**src/rtl/i2cm_pkg.sv**
```systemverilog
package i2cm_pkg;

  typedef enum logic [3:0] {
    ST_IDLE,
    ST_START,
    ST_ADDR,
    ST_ADDR_ACK,
    ST_WR,
    ST_WR_ACK,
    ST_RD,
    ST_RD_ACK,
    ST_STOP,
    ST_ERR
  } i2cm_state_t;

  // SCL level for a state and quarter phase: high in the second half of a bit.
  function automatic logic scl_level(i2cm_state_t s, logic [1:0] ph);
    case (s)
      ST_IDLE, ST_START: return 1'b1;
      ST_ERR:            return 1'b0;
      default:           return ph[1];
    endcase
  endfunction

endpackage

```
**src/rtl/i2cm_phase_gen.sv**
```systemverilog
module i2cm_phase_gen #(
  parameter int DIV_STD  = 1000,
  parameter int DIV_FAST = 250
) (
  input  logic       clk,
  input  logic       rst,
  input  logic       run,
  input  logic       fast,
  output logic [1:0] phase,
  output logic       step
);
  localparam int Q_STD  = DIV_STD / 4;
  localparam int Q_FAST = DIV_FAST / 4;
  localparam int Q_MAX  = (Q_STD > Q_FAST) ? Q_STD : Q_FAST;
  localparam int CW     = $clog2(Q_MAX + 1);

  logic [CW-1:0] cnt;
  logic [CW-1:0] lim;

  assign lim  = fast ? CW'(Q_FAST - 1) : CW'(Q_STD - 1);
  assign step = run && (cnt == lim);

  always_ff @(posedge clk) begin
    if (rst || !run) begin
      cnt   <= '0;
      phase <= 2'd0;
    end else if (step) begin
      cnt   <= '0;
      phase <= phase + 2'd1;
    end else begin
      cnt <= cnt + CW'(1);
    end
  end

  // Quarter counter never passes the limit of the selected rate.
  assert_quarter_in_range_R4: assert property (@(posedge clk) disable iff (rst)
    run |-> cnt <= lim);

endmodule

```
**src/rtl/i2cm_shreg.sv**
```systemverilog
module i2cm_shreg #(
  parameter int W = 8
) (
  input  logic         clk,
  input  logic         rst,
  input  logic         load,
  input  logic [W-1:0] din,
  input  logic         shift,
  input  logic         sin,
  output logic [W-1:0] q
);
  always_ff @(posedge clk) begin
    if (rst)        q <= '0;
    else if (load)  q <= din;
    else if (shift) q <= {q[W-2:0], sin};
  end

  // MSB-first order: after a shift the next lower bit becomes the MSB.
  assert_msb_first_R5: assert property (@(posedge clk) disable iff (rst)
    (shift && !load) |=> q[W-1] == $past(q[W-2]));

endmodule

```
**src/rtl/i2c_byte_master.sv**
```systemverilog
module i2c_byte_master
  import i2cm_pkg::*;
#(
  parameter int DIV_STD  = 1000,
  parameter int DIV_FAST = 250,
  parameter int AW       = 7,
  parameter int DW       = 8
) (
  input  logic          clk,
  input  logic          rst,
  input  logic          ce_n,
  input  logic          fast_mode,
  input  logic [AW-1:0] slave_addr,
  input  logic          rw,
  input  logic [DW-1:0] wr_data,
  input  logic          stop_req,
  input  logic          sda_i,
  output logic          scl_o,
  output logic          sda_oe_o,
  output logic [DW-1:0] rd_data,
  output logic          byte_done,
  output logic          busy,
  output logic          error
);
  localparam int SW = (AW + 1 > DW) ? AW + 1 : DW;
  localparam int BW = $clog2(SW);

  i2cm_state_t   st_q;
  logic [BW-1:0] bit_q;
  logic [AW-1:0] addr_q;
  logic          rw_q, fast_q, ack_bad_q, more_q;
  logic          run, step;
  logic [1:0]    phase;
  logic          s0, s2, s3;
  logic          sh_load, sh_shift, sh_sin;
  logic [SW-1:0] sh_din, sh_q;
  logic          sda_low_d;

  assign run = (st_q != ST_IDLE) && (st_q != ST_ERR);
  assign s0  = step && (phase == 2'd0);
  assign s2  = step && (phase == 2'd2);
  assign s3  = step && (phase == 2'd3);

  i2cm_phase_gen #(.DIV_STD(DIV_STD), .DIV_FAST(DIV_FAST)) u_phase (
    .clk(clk), .rst(rst), .run(run), .fast(fast_q), .phase(phase), .step(step)
  );

  i2cm_shreg #(.W(SW)) u_shreg (
    .clk(clk), .rst(rst), .load(sh_load), .din(sh_din),
    .shift(sh_shift), .sin(sh_sin), .q(sh_q)
  );

  // Shift register control
  always_comb begin
    sh_load  = 1'b0;
    sh_shift = 1'b0;
    sh_sin   = 1'b0;
    sh_din   = SW'(wr_data) << (SW - DW);
    case (st_q)
      ST_START: if (s3) begin
        sh_load = 1'b1;
        sh_din  = SW'({addr_q, rw_q}) << (SW - AW - 1);
      end
      ST_ADDR: if (s3 && bit_q != BW'(AW)) sh_shift = 1'b1;
      ST_WR:   if (s3 && bit_q != BW'(DW - 1)) sh_shift = 1'b1;
      ST_ADDR_ACK: if (s3 && !ack_bad_q && !rw_q) sh_load = 1'b1;
      ST_WR_ACK:   if (s3 && !ack_bad_q && !ce_n) sh_load = 1'b1;
      ST_RD: if (s2) begin
        sh_shift = 1'b1;
        sh_sin   = sda_i;
      end
      default: ;
    endcase
  end

  // SDA pull-down for the current state; quarter 0 of a bit holds the line
  // so that SDA never moves in the cycle SCL falls.
  always_comb begin
    case (st_q)
      ST_IDLE:  sda_low_d = 1'b0;
      ST_START: sda_low_d = phase[1];
      ST_ADDR, ST_WR:
        sda_low_d = (phase == 2'd0) ? sda_oe_o : !sh_q[SW-1];
      ST_ADDR_ACK, ST_WR_ACK, ST_RD:
        sda_low_d = (phase == 2'd0) ? sda_oe_o : 1'b0;
      ST_RD_ACK:
        sda_low_d = (phase == 2'd0) ? sda_oe_o : more_q;
      ST_STOP:
        sda_low_d = (phase == 2'd0) ? sda_oe_o : (phase != 2'd3);
      default:  sda_low_d = 1'b0;
    endcase
  end

  always_ff @(posedge clk) begin
    if (rst) begin
      st_q      <= ST_IDLE;
      bit_q     <= '0;
      addr_q    <= '0;
      rw_q      <= 1'b0;
      fast_q    <= 1'b0;
      ack_bad_q <= 1'b0;
      more_q    <= 1'b0;
      rd_data   <= '0;
      byte_done <= 1'b0;
      scl_o     <= 1'b1;
      sda_oe_o  <= 1'b0;
      busy      <= 1'b0;
      error     <= 1'b0;
    end else begin
      byte_done <= 1'b0;
      case (st_q)
        ST_IDLE: if (!ce_n) begin
          addr_q <= slave_addr;
          rw_q   <= rw;
          fast_q <= fast_mode;
          st_q   <= ST_START;
        end
        ST_START: if (s3) begin
          st_q  <= ST_ADDR;
          bit_q <= '0;
        end
        ST_ADDR: if (s3) begin
          if (bit_q == BW'(AW)) st_q <= ST_ADDR_ACK;
          else                  bit_q <= bit_q + BW'(1);
        end
        ST_ADDR_ACK: begin
          if (s2) ack_bad_q <= sda_i;
          if (s3) begin
            bit_q <= '0;
            if (ack_bad_q) st_q <= ST_ERR;
            else if (rw_q) st_q <= ST_RD;
            else           st_q <= ST_WR;
          end
        end
        ST_WR: if (s3) begin
          if (bit_q == BW'(DW - 1)) begin
            byte_done <= 1'b1;
            st_q      <= ST_WR_ACK;
          end else begin
            bit_q <= bit_q + BW'(1);
          end
        end
        ST_WR_ACK: begin
          if (s2) ack_bad_q <= sda_i;
          if (s3) begin
            bit_q <= '0;
            if (ack_bad_q) st_q <= ST_ERR;
            else if (!ce_n) st_q <= ST_WR;
            else           st_q <= ST_STOP;
          end
        end
        ST_RD: if (s3) begin
          if (bit_q == BW'(DW - 1)) begin
            rd_data   <= sh_q[DW-1:0];
            byte_done <= 1'b1;
            st_q      <= ST_RD_ACK;
          end else begin
            bit_q <= bit_q + BW'(1);
          end
        end
        ST_RD_ACK: begin
          if (s0) more_q <= !ce_n;
          if (s3) begin
            bit_q <= '0;
            st_q  <= more_q ? ST_RD : ST_STOP;
          end
        end
        ST_STOP: if (s3) st_q <= ST_IDLE;
        ST_ERR:  if (stop_req) st_q <= ST_STOP;
        default: st_q <= ST_IDLE;
      endcase
      scl_o    <= scl_level(st_q, phase);
      sda_oe_o <= sda_low_d;
      busy     <= (st_q != ST_IDLE);
      error    <= (st_q == ST_ERR);
    end
  end

  // SDA moves while SCL stays high only for START or STOP.
  assert_sda_moves_scl_low_R3: assert property (@(posedge clk) disable iff (rst)
    (scl_o && $past(scl_o) && (sda_oe_o != $past(sda_oe_o)))
      |-> ($past(st_q) == ST_START || $past(st_q) == ST_STOP));

  // An idle controller leaves the bus released.
  assert_idle_bus_free_R1: assert property (@(posedge clk) disable iff (rst)
    !busy |-> (scl_o && !sda_oe_o && !error));

  // Idle with a high enable stays idle.
  assert_idle_holds_R2: assert property (@(posedge clk) disable iff (rst)
    (st_q == ST_IDLE && ce_n) |=> st_q == ST_IDLE);

  // Error parks the bus with SCL low and SDA released.
  assert_error_parks_R8: assert property (@(posedge clk) disable iff (rst)
    error |-> (!scl_o && !sda_oe_o && busy));

  // Only the stop request leaves the error state.
  assert_error_waits_stop_R9: assert property (@(posedge clk) disable iff (rst)
    (st_q == ST_ERR && !stop_req) |=> st_q == ST_ERR);

  // Byte strobe lasts one cycle.
  assert_byte_done_pulse_R10: assert property (@(posedge clk) disable iff (rst)
    byte_done |=> !byte_done);

endmodule

```
**config.mk**
```make
export PLATFORM = sky130hd
export DESIGN_NAME = i2c_byte_master
export DESIGN_NICKNAME = d
export VERILOG_FILES = /design/src/rtl/i2cm_pkg.sv /design/src/rtl/i2cm_phase_gen.sv /design/src/rtl/i2cm_shreg.sv /design/src/rtl/i2c_byte_master.sv
export SDC_FILE = /design/constraint.sdc
export NUM_CORES = 1
export LEC_CHECK = 0
export BUFFER_PORTS_ARGS = -buffer_cell sky130_fd_sc_hd__buf_2
export CORE_MARGIN = 3
export CORE_UTILIZATION = 35
export DETAILED_ROUTE_END_ITERATION = 16
export GPL_ROUTABILITY_DRIVEN = 0
export PLACE_DENSITY_LB_ADDON = 0.25
export SLEW_MARGIN = 20
export SYNTH_ARGS = -nofsm -noshare
export SYNTH_HDL_FRONTEND = slang
export SYNTH_SLANG_ARGS = --single-unit
```
**constraint.sdc**
```tcl
create_clock -name clk -period 2 [get_ports clk]
set_input_delay 0.6 -clock clk [delete_from_list [all_inputs] [get_ports clk]]
set_output_delay 0.6 -clock clk [all_outputs]
set_load 0.01 [all_outputs]
```
Yosys cells after proc, flatten, opt, wreduce, memory -nomap -nowiden
Cells that the tools add are included.
{ "op_classes": {"eq_ne": 36, "addsub": 3, "n_mux": 44, "reduce_logical": 36, "bitwise_logic": 3} }
{ "op_table": {"columns": ["cell", "count"], "rows": [
  ["4-bit 2-to-1 mux", 17],
  ["8-bit 2-to-1 mux", 5],
  ["4-bit case mux with 10 select lines", 1],
  ["2-bit != test, second input constant", 19],
  ["4-bit by 3-bit equality test with 1-bit output, second input constant", 4],
  ["13-bit AND reduction", 1],
  ["1-bit 2-to-1 mux", 12],
  ["2-bit OR reduction", 5],
  ["1-bit logical AND", 9],
  ["3-bit 2-to-1 mux", 3],
  ["3-bit OR reduction", 3],
  ["8-bit by 1-bit adder with 8-bit output, second input constant", 1],
  ["4-bit by 2-bit equality test with 1-bit output, second input constant", 2],
  ["4-bit equality test, second input constant", 2],
  ["8-bit equality test", 1],
  ["4-bit AND reduction", 2],
  ["3-bit case mux with 2 select lines", 1],
  ["2-bit AND reduction", 3],
  ["1-bit logical NOT", 5],
  ["1-bit case mux with 5 select lines", 1],
  ["2-bit equality test, second input constant", 2],
  ["4-bit by 1-bit equality test with 1-bit output, second input constant", 1],
  ["4-bit logical NOT", 1],
  ["2-bit by 1-bit != test with 1-bit output, second input constant", 2],
  ["15 further kinds", 19]
]} }
{ "word_totals": {"output_inout_bits": 13, "elab_cells": 138, "reg_bits": 49, "inputBits": 22} }

Depth between registers and ports, before layout
Gate-level depths: netlist (run 1).
{ "logic_depth": {"ltp_word": 9, "depth_mapped": 8, "depth_no_buf": 7} }

Cells and area by module
A second synthesis (run 1) with hierarchy kept.
{ "unflattened": {"hier_cells": 282, "hier_area_um2": 2548.7} }
{ "modules_own_cells": {"columns": ["mod", "cells_per_inst", "instances", "area_each_um2", "seq_area_each_um2"], "rows": [
  ["i2c_byte_master", 194, 1, 1689.1, 620.6],
  ["i2cm_phase_gen", 53, 1, 490.5, 200.2],
  ["i2cm_shreg", 35, 1, 369.1, 160.2]
]} }

Least setup slack after synthesis (run 1)
No wires, ideal clock.
{ "synth_path": {"path_type": "input port to flip-flop", "start": "in ce_n", "end": "reg u_shreg.q[6]", "t_required_ns": 1.883, "t_arrival_ns": 1.821, "slack_ns": 0.062, "stages": 6, "n_path_buf": 1, "setup_ns": 0.117, "path_cell_list": "or3b_1 -> a21oi_1 -> nand4_1 -> buf_2 -> o211a_1 -> a32o_1"} }
{ "synth_via": {"elab_chain_cells": 5, "word_cells_on_any_way": 6, "classes_between": "mux: 3; reduce/logical: 3"} }
{ "synth_rtl": {"columns": ["item", "line", "source"], "rows": [
  ["from (decl)", "i2c_byte_master.sv:11", "input logic ce_n,"],
  ["1-bit logical NOT (*)", "i2c_byte_master.sv:67", "ST_WR_ACK: if (s3 && !ack_bad_q && !ce_n) sh_load = 1'b1;"],
  ["1-bit logical AND (*)", "i2c_byte_master.sv:67", null],
  ["1-bit 2-to-1 mux (*)", "i2c_byte_master.sv:67", null],
  ["1-bit case mux with 3 select lines (*)", "i2c_byte_master.sv:59", "case (st_q)"],
  ["8-bit 2-to-1 mux / 2-bit nonzero test (equally long branches)", null, null],
  ["to (signal assigned)", "i2cm_shreg.sv:14", "else if (load) q <= din;"],
  ["to (signal assigned)", "i2cm_shreg.sv:15", "else if (shift) q <= {q[W-2:0], sin};"],
  ["to (decl)", "i2cm_shreg.sv:10", "output logic [W-1:0] q"]
]} }
Mark *: on every way between the ends. The rest lies on a longest branch, timed or not.
A chain may end at the register's enable or synchronous reset.

Final worst setup path (run 1)
{ "layout_path": {"start": "reg bit_q[0]", "end": "reg u_shreg.q[3]"} }
{ "layout_via": {"elab_chain_cells": 5} }
{ "layout_rtl": {"columns": ["item", "line", "source"], "rows": [
  ["from (decl)", "i2c_byte_master.sv:29", "logic [BW-1:0] bit_q;"],
  ["from (signal assigned)", "i2c_byte_master.sv:124", "else bit_q <= bit_q + BW'(1);"],
  ["from (signal assigned)", "i2c_byte_master.sv:140", "bit_q <= bit_q + BW'(1);"],
  ["from (signal assigned)", "i2c_byte_master.sv:158", "bit_q <= bit_q + BW'(1);"],
  ["3-bit != test", "i2c_byte_master.sv:64, i2c_byte_master.sv:65", null],
  ["1-bit logical AND", "i2c_byte_master.sv:64, i2c_byte_master.sv:65", null],
  ["1-bit 2-to-1 mux", "i2c_byte_master.sv:64, i2c_byte_master.sv:65", null],
  ["1-bit case mux with 2 select lines", "i2c_byte_master.sv:59", null],
  ["2-bit nonzero test (no line)", null, null]
]} }
No other way between the ends.

==> flow_metrics.env, run 1 <==
export IMPL_fp_dieH_um=88.9
export IMPL_coreArea_um2=6490
export IMPL_ir_drop_uv=354
export IMPL_syn_nets=297
export IMPL_layout_area_seq_um2=981
export IMPL_dr_first_iter_drc_count=112
export IMPL_htreeDepth=2
export IMPL_tritoncts="yes"
export IMPL_worstPathRequired_ps=2190
export IMPL_viasPerCell=5.41
export IMPL_slew_headroom_pct=66.5
export IMPL_start_kind="flop"
export IMPL_fin_crit_sh_pct=93.6
export IMPL_wl_per_cell_um=14.9
export IMPL_track_usage_pct=15.6
export IMPL_finalSetupViolations=0
export IMPL_place_area_um2=2790
export IMPL_grt_pass1_wl_um=9600
export IMPL_yosysUniqueCellTypes=49
export IMPL_clock_skew_ps=8.85
export IMPL_worst_setup_path_end_kind="flop"
export IMPL_layout_drive_gt1_share_pct=23.0
export IMPL_cts_setup_buffers=0
export IMPL_tightest_slew_ps=499
export IMPL_die_w_um=88.9
export IMPL_firstDrtPassIters=5
export IMPL_io_pins=35
export IMPL_p_leak_uw=0.00127
export IMPL_synth_cells=268
export IMPL_initial_core_util_pct=37.0
export IMPL_async_flop_share_pct=0
export IMPL_synth_most_common_cell="dfxtp_1"
export IMPL_ant_nets=0
export IMPL_fillers=659
export IMPL_fin_util_pct=44.6
export IMPL_path_class="flop to flop"
export IMPL_grt_pass1_vias=2032
export IMPL_critPathMaxFanout=5
export IMPL_cts_buffer_depth=2
export IMPL_synth_area_um2=2410
export IMPL_drc=0
export IMPL_grt_max_degree=18
export IMPL_dp_hpwl_um=4430
export IMPL_io_buffers=34
export IMPL_cts_root_buf="clkbuf_8"
export IMPL_insertion_delay_ps=300
export IMPL_fin_crit_ps=1870
export IMPL_clk_pin_slew_ps=90
export IMPL_rows=29
export IMPL_drt_total_wl_um=5870
export IMPL_syn_to_final_growth_pct=20.3
export IMPL_fin_area_um2=2900
export IMPL_holdBufCountCts=0
export IMPL_synth_edf_count=0
export IMPL_post_synth_top_area_cell="dfxtp_1"
export IMPL_outcome="completed"
export IMPL_dr_total_vias=2131
export IMPL_ys_ff_latch=49
export IMPL_cp_arrival_ps=2060
export IMPL_grt_ovfl_total=0
export IMPL_multi_input_area_um2=1350
export IMPL_yosys_top_cells_area="dfxtp_1 (41%), mux2i_1 (9.6%), nor2_1 (5.3%), ha_1 (3.6%), nand3_1 (3.1%)"
export IMPL_synth_flop_cell="dfxtp_1"
export IMPL_max_freq_mhz=534
export IMPL_synth_common_cells="dfxtp_1 (49), nor2_1 (34), mux2i_1 (23)"
export IMPL_dp_cells=386
export IMPL_clock_sinks=49
export IMPL_fin_total_pwr_uw=2500
export IMPL_ys_warn_count=0
export IMPL_yosysSeqAreaShare_pct=40.8
export IMPL_antenna_cells=0
export IMPL_drv_slew=0
export IMPL_postSynthAreaPerCell_um2=8.98
export IMPL_cts_made_buffers=5
export IMPL_hp_class="flop to flop"
export IMPL_synth_top_area_share_pct=40.8
export IMPL_antenna_found_initial=0
export IMPL_fin_nets=345
export IMPL_hold_slack_ps=474
export IMPL_p_per_area_nw_per_um2=862
export IMPL_final_cells=394
export IMPL_dieArea_um2=7900
export IMPL_hold_viol_final=0
export IMPL_cap_viol_max_count=0
[registers in the layout, indices dropped and copies added, names as in the netlist, 2 cells and up]
| signal | flops |
|---|---|
| st_q | 4 |
| addr_q | 7 |
| u_phase.cnt | 8 |
| bit_q | 3 |
| u_phase.phase | 2 |
| rd_data | 8 |
| u_shreg.q | 8 |
[worst paths after layout]
path	startpoint	endpoint	slack, ps	cells past startpoint
setup / recovery	bit_q[0]	u_shreg.q[3]	130	7
hold / removal	sda_oe_o	sda_oe_o	470	2
setup reg to reg	bit_q[0]	u_shreg.q[3]	130	7
hold reg to reg	sda_oe_o	sda_oe_o	470	2
[cells in the final DEF, fill, tap and decap left out, types with 3 or more instances in the layout]
master    count
dfxtp_1      49
nor2_1       34
buf_2        34
mux2i_1      23
buf_4        23
nand3_1      15
a21oi_1      13
nand2_1      12
inv_1         9
o21ai_0       8
ha_1          6
nand4_1       5
xor2_1        5
nor3_1        5
a32o_1        5
clkbuf_8      5
nand2b_1      4
o211a_1       4
or3_1         3
and3_1        3
xnor2_1       3
o221a_1       3
o221a_2       3
[metal layers]
layer | global-route usage (%) | share of wire, % | vias to the layer above
met1 | 23.0 | 50 | 994
met4 | 4.12 | 0.90 | 0
met5 | 0 | 0 | -
met3 | 3.23 | 5.7 | 4
met2 | 23.3 | 44 | 63
li1 | - | - | 1070
[through the flow]
stage,setup WS [ps],setup TNS [ps]
after detailed placement,-153,-602
after global placement,-83.6,-331
after global routing,-0.702,-0.702
after CTS,24.5,0
final,128,0
after floorplan,61.9,0
[layout make-up]
cell class	instances	share of cell area, %
Multi-Input combinational cell	193	46.8
Sequential cell	49	33.9
Timing Repair Buffer	57	11.8
Tap cell	77	3.33
Clock buffer	7	2.64
Inverter	10	1.30
Clock inverter	1	0.259
[kinds of logic (layout without fill, tap and decap cells)]
| family | Yosys count | after routing | synth area share, % |
|---|---|---|---|
| simple gates | 101 | 101 | 21.9 |
| fa+ha+maj | 7 | 7 | 3.64 |
| compound gates | 54 | 54 | 17.0 |
| xor+xnor | 8 | 8 | 2.91 |
| buf+inv | 26 | 75 | 4.26 |
| flops | 49 | 49 | 40.8 |
| mux | 23 | 23 | 9.57 |
[power breakdown]
| group | switching [uW] | leakage (uW) | internal (uW) |
|---|---|---|---|
| combinational | 436 | 0.000838 | 364 |
| sequential | 70.2 | 0.000397 | 1060 |
| clock | 321 | 0.0000385 | 248 |
| total | 827 | 0.00127 | 1670 |
[timing repair]
item | CTS | global route
gates resized for setup | 0 | 5
hold endpoints to repair | 0 | 0
endpoints found under the setup margin | 0 | 16
[worst max-delay path, cell delays in order (launching register included)]
cell,delay [ps]
dfxtp_1,340
ha_1,200
ha_1,220
nor4b_2,280
a32o_1,220
nand2_1,130
o221a_1,250
o221a_2,120
Note: power is estimated with default switching activity, not from simulation.
==> inputs of run 2 (changes only) <==
--- a/config.mk
+++ b/config.mk
@@ -10,7 +10,6 @@
 export CORE_UTILIZATION = 35
 export DETAILED_ROUTE_END_ITERATION = 16
 export GPL_ROUTABILITY_DRIVEN = 0
-export PLACE_DENSITY_LB_ADDON = 0.25
 export SLEW_MARGIN = 20
 export SYNTH_ARGS = -nofsm -noshare
 export SYNTH_HDL_FRONTEND = slang
==> run 2 against run 1 <==
  * Register-to-register slack lost 20 ps
  * Via count shrank 2.3%
  * Die area did not move
==> flow_metrics.env, run 2 (synthesis results as in run 1) <==
export IMPL_cpPeakStageDelay_ps=370
export IMPL_start_kind="flop"
export IMPL_tritoncts="yes"
export IMPL_fin_ws_ps=106
export IMPL_rrSetupSlack_ps=110
export IMPL_fin_total_pwr_uw=2470
export IMPL_rows=29
export IMPL_viasPerCell=5.29
export IMPL_r2r_worst_path_cells=7
export IMPL_fin_nets=345
export IMPL_r2r_start="u_phase.cnt[1]"
export IMPL_firstDrtPassIters=4
export IMPL_cts_root_buf="clkbuf_8"
export IMPL_layout_drive_gt1_share_pct=22.7
export IMPL_dp_hpwl_um=4380
export IMPL_fin_crit_ps=1890
export IMPL_fp_dieH_um=88.9
export IMPL_ir_drop_uv=290
export IMPL_worst_setup_path_end_kind="flop"
export IMPL_htreeDepth=2
export IMPL_reg2reg_to="st_q[3]"
export IMPL_ant_nets=0
export IMPL_cp_endpoint="st_q[3]"
export IMPL_clk_pin_slew_ps=90
export IMPL_grt_ovfl_total=0
export IMPL_rsz0062_at_grt="no"
export IMPL_clock_skew_ps=5.18
export IMPL_slowest_stage="a211o_1"
export IMPL_critPathLaunch="u_phase.cnt[1]"
export IMPL_grt_max_degree=19
export IMPL_dieArea_um2=7900
export IMPL_layout_common_cells="dfxtp_1 (48), nor2_1 (34), buf_2 (34)"
export IMPL_p_per_area_nw_per_um2=851
export IMPL_coreArea_um2=6490
export IMPL_io_pins=35
export IMPL_drc=0
export IMPL_grt_pass1_vias=1995
export IMPL_syn_to_final_growth_pct=20.6
export IMPL_cts_buffer_depth=2
export IMPL_multi_input_area_um2=1350
export IMPL_drt_total_wl_um=5740
export IMPL_cap_viol_max_count=0
export IMPL_outcome="completed"
export IMPL_fin_crit_sh_pct=94.7
export IMPL_crit_chain="inv_1 -> ha_1 -> nand4_1 -> a21o_1 -> o311a_1 -> a211o_1 -> o22ai_1"
export IMPL_initial_core_util_pct=37.0
export IMPL_layout_area_seq_um2=982
export IMPL_max_freq_mhz=528
export IMPL_holdBufCountCts=0
export IMPL_fillers=670
export IMPL_dr_first_iter_drc_count=159
export IMPL_clock_sinks=49
export IMPL_grt_pass1_wl_um=9580
export IMPL_drv_slew=0
export IMPL_io_buffers=34
export IMPL_hp_class="flop to flop"
export IMPL_reg_largest_list="rd_data (8), u_phase.cnt (8), u_shreg.q (8)"
export IMPL_final_common_cell="dfxtp_1"
export IMPL_antenna_found_initial=0
export IMPL_antenna_cells=0
export IMPL_cts_made_buffers=5
export IMPL_insertion_delay_ps=300
export IMPL_track_usage_pct=15.6
export IMPL_pre_cts_ws_ps=-102
export IMPL_p_leak_uw=0.00128
export IMPL_hold_viol_final=0
export IMPL_path_class="flop to flop"
export IMPL_dr_total_vias=2083
export IMPL_wl_per_cell_um=14.6
export IMPL_cp_arrival_ps=2120
export IMPL_finalSetupViolations=0
export IMPL_hold_slack_ps=477
export IMPL_slew_headroom_pct=66.5
export IMPL_worstPathRequired_ps=2230
export IMPL_tightest_slew_ps=499
export IMPL_die_w_um=88.9
export IMPL_cts_setup_buffers=0
export IMPL_critPathMaxFanout=4
[run 2: worst max-delay path, delay by kind of cell, from the launching register on]
family                   cells  cell delay [ps]
AO/OA/AOI/OAI                4             1160
flip-flops                   1              330
adder cells (fa/ha/maj)      1              140
AND/OR/NAND/NOR              1              140
buffers and inverters        1               50
[run 2: per-layer routing]
layer,part of all wire (%),track usage (%),vias to the layer above
li1,-,-,1066
met1,52,22.3,966
met2,42,23.0,42
met3,4.8,3.78,9
met4,1.5,5.22,0
met5,0,0,-
[run 2: layout make-up]
class | instances | share of cell area [%]
multi-input cells | 193 | 46.4
flip-flops and latches | 49 | 33.8
repair buffers | 57 | 12.2
well taps | 77 | 3.32
clock buffers | 7 | 2.63
inverters | 10 | 1.29
clock inverters | 1 | 0.259
[run 2: worst min path at each step]
stage	from	to	slack, ps	cells past startpoint
6_report	sda_oe_o	sda_oe_o	480	2
4_1_cts	bit_q[2]	bit_q[2]	480	2
2_1_floorplan	u_phase.cnt[0]	u_phase.cnt[0]	430	1
3_3_place_gp	bit_q[2]	bit_q[2]	460	2
5_1_grt	sda_oe_o	sda_oe_o	510	2
3_5_place_dp	sda_oe_o	sda_oe_o	470	2
[run 2: report_power, final]
part / total [uW] / switching, uW / internal [uW]
registers: 1120 / 63.4 / 1060
clock network: 568 / 320 / 248
logic: 784 / 432 / 352
[run 2: what timing repair did]
item,4_1_cts,5_1_grt
setup endpoints to repair,0,15
endpoints found under the hold margin,0,0
gates resized for setup,0,4
[run 2: through the flow]
stage	instance area (um2)	std cells	util, %	setup TNS (ps)
4_1_cts	2880	394	44.4	0
3_3_place_gp	2800	386	43.1	-585
3_5_place_dp	2800	386	43.1	-595
2_1_floorplan	2410	268	-	0
5_1_grt	2900	394	44.7	0
6_report	2900	394	44.7	0
==> inputs of run 3 (changes only) <==
--- a/config.mk
+++ b/config.mk
@@ -10,6 +10,7 @@
 export CORE_UTILIZATION = 35
 export DETAILED_ROUTE_END_ITERATION = 16
 export GPL_ROUTABILITY_DRIVEN = 0
+export SETUP_SLACK_MARGIN = 0.2
 export SLEW_MARGIN = 20
 export SYNTH_ARGS = -nofsm -noshare
 export SYNTH_HDL_FRONTEND = slang
==> run 3 against run 2 <==
  * Non-clock buffer count up 9
  * Total power up 2.9%
  * Hold slack better by 5.3 ps
  * Critical endpoint is now st_q[0]
==> flow_metrics.env, run 3 (synthesis results as in run 1) <==
export IMPL_outcome="completed"
export IMPL_internal_power_uw=1690
export IMPL_ant_nets=0
export IMPL_reg_largest_list="rd_data (8), u_phase.cnt (8), u_shreg.q (8)"
export IMPL_grt_ovfl_total=0
export IMPL_coreArea_um2=6490
export IMPL_hold_slack_ps=482
export IMPL_cts_root_buf="clkbuf_8"
export IMPL_fin_crit_sh_pct=91.4
export IMPL_worstHoldPathCells=2
export IMPL_pre_cts_ws_ps=-53.1
export IMPL_drv_slew=0
export IMPL_p_per_area_nw_per_um2=827
export IMPL_clk_pin_slew_ps=90
export IMPL_fp_dieH_um=88.9
export IMPL_dr_total_vias=2156
export IMPL_cts_made_buffers=5
export IMPL_firstDrtPassIters=4
export IMPL_syn_to_final_growth_pct=27.8
export IMPL_dp_cells=388
export IMPL_dp_hpwl_um=4350
export IMPL_power_frac_comb_pct=33.2
export IMPL_p_sw_uw=848
export IMPL_tritoncts="yes"
export IMPL_start_kind="flop"
export IMPL_layout_common_cells="dfxtp_1 (42), nor2_1 (34), buf_2 (34)"
export IMPL_hp_class="flop to flop"
export IMPL_switching_share_pct=33.4
export IMPL_initial_core_util_pct=37.0
export IMPL_fin_area_um2=3070
export IMPL_rrSetupSlack_ps=170
export IMPL_insertion_delay_ps=300
export IMPL_die_w_um=88.9
export IMPL_antenna_found_initial=0
export IMPL_cts_buffer_depth=2
export IMPL_antenna_cells=0
export IMPL_io_pins=35
export IMPL_multi_input_area_um2=1450
export IMPL_slew_headroom_pct=67.8
export IMPL_layout_drive_gt1_share_pct=31.5
export IMPL_worstPathRequired_ps=2190
export IMPL_r2r_start="u_phase.cnt[2]"
export IMPL_crit_chain="nand4bb_4 -> a21o_1 -> o311a_1 -> a211o_4 -> mux2i_1"
export IMPL_final_cells=401
export IMPL_critPathMaxFanout=4
export IMPL_tightest_slew_ps=480
export IMPL_fin_nets=354
export IMPL_fin_crit_ps=1830
export IMPL_reg2reg_to="st_q[0]"
export IMPL_max_freq_mhz=547
export IMPL_path_class="flop to flop"
export IMPL_sequentialPowerShare_pct=45.2
export IMPL_io_buffers=34
export IMPL_p_clk_share_pct=21.7
export IMPL_clock_sinks=49
export IMPL_fillers=652
export IMPL_cap_viol_max_count=0
export IMPL_dr_first_iter_drc_count=106
export IMPL_cpPeakStageDelay_ps=390
export IMPL_rows=29
export IMPL_worst_setup_path_end_kind="flop"
export IMPL_fin_ws_ps=173
export IMPL_p_leak_uw=0.00134
export IMPL_drt_total_wl_um=6070
export IMPL_min_delay_start="bit_q[1]"
export IMPL_finalSetupViolations=0
export IMPL_hold_viol_final=0
export IMPL_slowest_stage="o311a_1"
export IMPL_rsz0062_at_grt="yes"
export IMPL_clock_skew_ps=8.31
export IMPL_dieArea_um2=7900
export IMPL_place_area_um2=2820
export IMPL_ir_drop_uv=355
export IMPL_wl_per_cell_um=15.1
export IMPL_r2r_worst_path_cells=5
export IMPL_final_common_cell="dfxtp_1"
export IMPL_htreeDepth=2
export IMPL_fin_util_pct=47.3
export IMPL_drc=0
export IMPL_cp_arrival_ps=2020
export IMPL_grt_pass1_vias=1942
export IMPL_grt_max_degree=22
export IMPL_grt_pass1_wl_um=9530
export IMPL_track_usage_pct=15.6
export IMPL_layout_area_seq_um2=995
export IMPL_viasPerCell=5.38
export IMPL_worst_hold_path_endpoint="bit_q[1]"
run 3: critical path, delay by kind of cell (launching register included):
kind	cells	cell delay [ps]
multiplexers	1	120
AO/OA/AOI/OAI	3	970
flip-flops	1	370
AND/OR/NAND/NOR	1	260
run 3: layout make-up:
class / instances / share of cell area (%)
multi-input combinational: 193 / 47.0
sequential: 49 / 32.4
timing repair buffer: 66 / 13.9
tap: 77 / 3.13
clock buffer: 5 / 2.24
inverter: 10 / 1.22
clock inverter: 1 / 0.163
run 3: what timing repair did:
action,4_1_cts,5_1_grt
setup endpoints to repair,14,31
hold buffers,0,0
resized for setup,18,10
hold endpoints to repair,0,0
buffers inserted,5,2
pin swaps,6,2
run 3: through the flow:
step / total power (uW) / TNS, ps
2_1_floorplan: 1650 / 0
3_3_place_gp: 1930 / -253
3_5_place_dp: 1940 / -295
4_1_cts: 2530 / 0
5_1_grt: 2680 / 0
6_report: 2540 / 0
run 3: worst max-delay path by stage:
stage                               from           end  slack [ps]  cells past startpoint
after floorplan                     ce_n  u_shreg.q[6]          90                      6
after global placement              ce_n  u_shreg.q[6]         -50                      7
after detailed placement            ce_n  u_shreg.q[5]         -50                      7
after CTS                       bit_q[0]  u_shreg.q[2]         190                      7
after global routing      u_phase.cnt[1]       st_q[1]          80                      7
final                     u_phase.cnt[2]       st_q[0]         170                      5
run 3: routing by layer:
layer | routed length [um] | vias up | global-route usage (%) | share of wire [%]
met5 | 0 | - | 0 | 0
met4 | 57 | 0 | 4.53 | 0.94
met3 | 227 | 5 | 3.32 | 3.7
met2 | 2780 | 32 | 24.1 | 46
met1 | 3010 | 1035 | 21.8 | 49
li1 | - | 1084 | - | -
run 3: power by group through the flow:
stage,sequential (uW),clock [uW],combinational [uW]
after floorplan,1130,0,517
after global placement,1150,0,778
after detailed placement,1150,0,785
after CTS,1140,566,828
after global routing,1160,596,922
final,1150,551,843
